[src/rtl/dr_gate.sv]
module dr_gate #(
  parameter int CELL = 0
) (
  input  logic clk,
  input  logic rst_n,
  input  logic pre,
  input  logic a_t,
  input  logic a_f,
  input  logic b_t,
  input  logic b_f,
  output logic z_t,
  output logic z_f,
  output logic in_err,
  output logic code_err,
  output logic multi_sw
);

  logic t_raw, f_raw, b_used;
  logic in_valid;
  logic zt_q, zf_q, pre_q;

  generate
    if (CELL == 0) begin : g_and
      assign t_raw  = a_t & b_t;
      assign f_raw  = a_f | b_f;
      assign b_used = 1'b1;
    end else if (CELL == 1) begin : g_or
      assign t_raw  = a_t | b_t;
      assign f_raw  = a_f & b_f;
      assign b_used = 1'b1;
    end else if (CELL == 2) begin : g_xor
      assign t_raw  = (a_t & b_f) | (a_f & b_t);
      assign f_raw  = (a_t & b_t) | (a_f & b_f);
      assign b_used = 1'b1;
    end else begin : g_inv
      assign t_raw  = a_f;
      assign f_raw  = a_t;
      assign b_used = 1'b0;
      p_swap_r5: assert property (@(posedge clk) disable iff (!rst_n)
        !pre |-> (z_t == a_f && z_f == a_t));
    end
  endgenerate

  assign z_t = t_raw & ~pre;
  assign z_f = f_raw & ~pre;

  assign in_err   = (a_t & a_f) | (b_used & b_t & b_f);
  assign in_valid = (a_t ^ a_f) & (~b_used | (b_t ^ b_f));
  assign code_err = (z_t & z_f) | (pre & (z_t | z_f)) | (~pre & in_valid & ~z_t & ~z_f);

  always_ff @(posedge clk) begin
    if (!rst_n) begin
      zt_q     <= 1'b0;
      zf_q     <= 1'b0;
      pre_q    <= 1'b1;
      multi_sw <= 1'b0;
    end else begin
      zt_q     <= z_t;
      zf_q     <= z_f;
      pre_q    <= pre;
      multi_sw <= ~pre & ~pre_q & ((zt_q & ~z_t) | (zf_q & ~z_f));
    end
  end

  p_null_in_precharge_r1: assert property (@(posedge clk) disable iff (!rst_n)
    pre |-> (!z_t && !z_f));

  p_one_hot_eval_r6: assert property (@(posedge clk) disable iff (!rst_n)
    (!pre && in_valid) |-> $onehot({z_t, z_f}));

  p_legal_code_r8: assert property (@(posedge clk) disable iff (!rst_n)
    (!pre && in_valid) |-> !code_err);

  p_no_flag_after_precharge_r9: assert property (@(posedge clk) disable iff (!rst_n)
    $past(pre) |-> !multi_sw);

endmodule

[config.mk]
export PLATFORM = sky130hd
export DESIGN_NAME = dr_gate
export DESIGN_NICKNAME = d
export VERILOG_FILES = /design/src/rtl/dr_gate.sv
export SDC_FILE = /design/constraint.sdc
export NUM_CORES = 1
export LEC_CHECK = 0
export BUFFER_PORTS_ARGS = -buffer_cell sky130_fd_sc_hd__buf_2
export CAP_MARGIN = 0
export CORE_AREA = 3 3 40 42
export CTS_CLUSTER_SIZE = 28
export DETAILED_ROUTE_END_ITERATION = 8
export DIE_AREA = 0 0 43 45
export GPL_TIMING_DRIVEN = 0
export SYNTH_ARGS = -nofsm -noshare
export SYNTH_HDL_FRONTEND = slang
export SYNTH_SLANG_ARGS = --single-unit
export TNS_END_PERCENT = 5
[constraint.sdc]
create_clock -name clk -period 2.7 [get_ports clk]
set_clock_uncertainty 0.2 [all_clocks]
set_input_delay 0 -clock clk [delete_from_list [all_inputs] [get_ports clk]]
set_output_delay 0 -clock clk [all_outputs]
set_load 0.05 [all_outputs]
Yosys cells after proc, flatten, opt, wreduce, memory -nomap -nowiden
Index checks and enable logic that the tools add are counted.
{"block": "totals", "inputBits": 7, "output_inout_bits": 5, "regBits": 4, "elab_cells": 31}
{"block": "op_classes", "bitwise_logic": 27}
{"cell": "1-bit AND", "count": 15}
{"cell": "1-bit OR", "count": 6}
{"cell": "1-bit NOT", "count": 4}
{"cell": "1-bit bitwise XOR", "count": 2}

Logic depth before layout (Yosys ltp)
{"block": "logic_depth", "word_depth": 6, "mapped_depth": 3, "ltp_nobuf": 3}

Worst setup path after synthesis
Ideal clock, no wire load.
{"block": "synth_timing", "path_type": "input -> output", "start": "input a_t", "end": "output code_err", "cell_stages": 3, "required_time_ns": 2.500, "arrival_time_ns": 0.911, "path_buffers": 0, "slack_ns": 1.589, "path_cell_list": "ha_1 -> nor3b_1 -> a32o_1"}
{"block": "synth_via", "elab_chain_len": 6, "word_cells_on_any_way": 13, "classes_between": "bitwise: 13"}
{"item": "from (decl)", "line_no": "7", "text": "input logic a_t,"}
{"item": "1-bit AND or 1-bit bitwise XOR (tied branches)", "line_no": "24, 48"}
{"item": "1-bit AND (on tied branches)", "line_no": "44, 48"}
{"item": "1-bit OR (tied with other cells)", "line_no": "49", "text": "assign code_err = (z_t & z_f) | (pre & (z_t | z_f)) | (~pre & in_valid & ~z_t & ~z_f);"}
{"item": "1-bit AND", "line_no": "49"}
{"item": "1-bit OR or 1-bit AND (tied branches)", "line_no": "49"}
{"item": "1-bit OR *", "line_no": "49"}
{"item": "to (decl)", "line_no": "14", "text": "output logic code_err,"}
Mark *: on every way between the ends. The rest lies on a longest branch, timed or not.

==> results.toml <==
[logic_synthesis]
synthTopCellsByArea = "dfxtp_1 38%, ha_1 12%, nor2_1 9.0%, a211oi_2 6.0%, a21bo_2 4.8%"
synth_top_cell_by_area = "dfxtp_1"
ys_seq_area_share_pct = 38.3
ys_ff_latch = 4
synthesis.nets = 31
synth_area_um2 = 209
yosys_warnings = 0
syn_avg_cell_area_um2 = 9.50
netlist_instances = 22
netlist.area_leader.share_pct = 38.3
synthDistinctLibCells = 14

[clocking]
clk_pin_slew_ns = 0.04
cts_tree = "built"
cts_buffers = 3
htreeDepth = 1
post-cts-setup-buffers = 0
root_buffer = "clkbuf_4"
clock_path_buffers = 2
cts_sinks = 4
clk_latency_ns = 0.23
cts_resized = 0

[critical_path]
cpPeakStageDelay_ns = 0.61
critPathRequiredTime_ns = 2.68
worstPathMaxFanout = 4
slowest_stage = "dlygate4sd3_1"
cp-end-kind = "register"
path_common_cell = "dlygate4sd3_1"
path_cells = "dlygate4sd3_1 > buf_2 > nand2b_1 > dlygate4sd3_1 > a211oi_2 > dlygate4sd3_1"
critPathArrivalTime_ns = 2.02
critical_path_class = "primary input to register"
critPathLaunchType = "primary input"

[die]
rows = 13
die_w_um = 43
die_y_um = 45
ios = 12
die-area_mm2 = 0.00194
initial_core_util_pct = 16.3
fp.coreArea_mm2 = 0.00128

[grt]
grt_pass1_wl_um = 862
antenna_found_initial = 0
grt_overflow_total = 0
first_global_vias = 229
grt_max_degree = 6
grt_use_total_pct = 6.25

[route]
first_pass_iters = 2
wl_per_cell_um = 8.46
drc = 0
routed_wl_um = 499
vias_per_cell = 3.88
ant_nets = 0
vias = 229
drtIter0Drc = 3

[sta]
period_minus_slack_ns = 2.04
rsz0062_at_grt = "false"
slew_violations = 0
setup_viol = 0
slew_headroom_pct = 83.5
fin_crit_sh_pct = 75.7
hold_violations = 0
fmax_mhz = 489
worst_slack_ns = 0.656
timing.setup.tns_ns = 0
tightest_slew_ns = 0.249

[cells_and_area]
antennaDiodeCount = 0
fillCellCount = 140
drive_gt1_share_pct = 38.6
nets = 55
area_growth_syn_to_layout_pct = 84.4

[placement]
place_ws_ns = 1.49
dp_hpwl_um = 351
port_buffers = 11
gp_congestion = 0.566

[outcome]
status = "finished clean"

[worst_hold_path]
hold_path.class = "primary input to output port"

[job]
max_cap_violations = 0

[power_and_ir_drop]
p_leak_uw = 0.000191
powerDensity_mw_per_mm2 = 463
ir_drop_uv = 182
==> synthesized netlist by cell type <==
| cell | n |
|---|---|
| ha_1 | 2 |
| nand2_1 | 1 |
| a32o_1 | 1 |
| nor2_1 | 5 |
| or2_2 | 1 |
| nor2b_1 | 1 |
| nand2b_1 | 1 |
| dfxtp_1 | 4 |
| inv_1 | 1 |
| or3b_1 | 1 |
| nor3b_1 | 1 |
| o211a_1 | 1 |
| a21bo_2 | 1 |
| a211oi_2 | 1 |
==> flip-flops by register name, summed over array words and instances, names as in the netlist <==
register and count:
zt_q 1, pre_q 1, zf_q 1, multi_sw 1
==> where the power goes <==
part           leakage, uW  switching (uW)  total [uW]  internal, uW
clock network    0.0000138            24.0        73.6          49.7
logic             0.000144            24.5        42.9          18.3
registers        0.0000328           0.448        61.9          61.5
total             0.000191            48.9         178           130
==> kinds of logic (layout without fill, tap and decap cells) <==
group / count (synthesis) / count (layout) / synth area share, %
simple gates: 11 / 11 / 27.6
compound gates: 4 / 4 / 20.4
flops: 4 / 4 / 38.3
fa+ha+maj: 2 / 2 / 12.0
buf+inv: 1 / 23 / 1.79
==> cells in the final DEF (no fill, tap or decap) <==
cell,netlist,routed
or3b_1,1,1
nor3b_1,1,1
ha_1,2,2
or2_2,1,1
a32o_1,1,1
buf_2,0,11
inv_1,1,1
a21bo_2,1,1
nand2b_1,1,1
nand2_1,1,1
o211a_1,1,1
clkbuf_4,0,3
nor2_1,5,5
dlygate4sd3_1,0,8
nor2b_1,1,1
dfxtp_1,4,4
a211oi_2,1,1
==> metrics by stage <==
| stage | area (um2) | utilization [%] | cells | hold WS [ns] | total power [uW] |
|---|---|---|---|---|---|
| floorplan | 209 | - | 22 | -0.0598 | 85.8 |
| global placement | 283 | 22.0 | 48 | 0.0755 | 98.2 |
| detailed placement | 283 | 22.0 | 48 | 0.0755 | 98.4 |
| CTS | 385 | 30.0 | 59 | 0.165 | 184 |
| global route | 385 | 30.0 | 59 | 0.187 | 188 |
| finish | 385 | 30.0 | 59 | 0.159 | 178 |
==> layout make-up <==
cell class	instances	area, um2	area share, %
inverter	1	3.75	0.974
clock buffer	3	22.5	5.84
timing repair buffer	19	135	35.1
sequential	4	80.1	20.8
multi-input combinational	17	125	32.5
tap	15	18.8	4.87
==> path summary, 6_finish.rpt <==
check / from / to / slack (ns) / cells after the start
worst max register to register: zf_q$_SDFF_PN0_ / multi_sw$_SDFF_PN0_ / 1.05 / 3
worst min-delay path: pre / z_t / 0.16 / 3
worst max-delay path: rst_n / multi_sw$_SDFF_PN0_ / 0.66 / 6
worst min register to register: pre_q$_SDFF_PN1_ / multi_sw$_SDFF_PN0_ / 0.74 / 2
==> timing repair <==
| action | CTS | global route |
|---|---|---|
| hold buffers | 8 | 0 |
| hold endpoints to repair | 4 | 0 |
| endpoints found under the setup margin | 0 | 0 |
==> worst max-delay path: cells and delay by family <==
family          cells  cell delay [ns]
compound gates      1             0.19
buf+inv             4             1.78
simple gates        1             0.04
==> layer usage <==
metal	share of wire [%]	track usage (%)	wire (um)	vias up
met5	0	0	0	-
met4	0	5.42	0	0
met3	11	2.79	56	0
met2	46	9.28	231	7
met1	42	6.76	211	101
li1	-	-	-	121
Power figures use the tool's default switching activity.
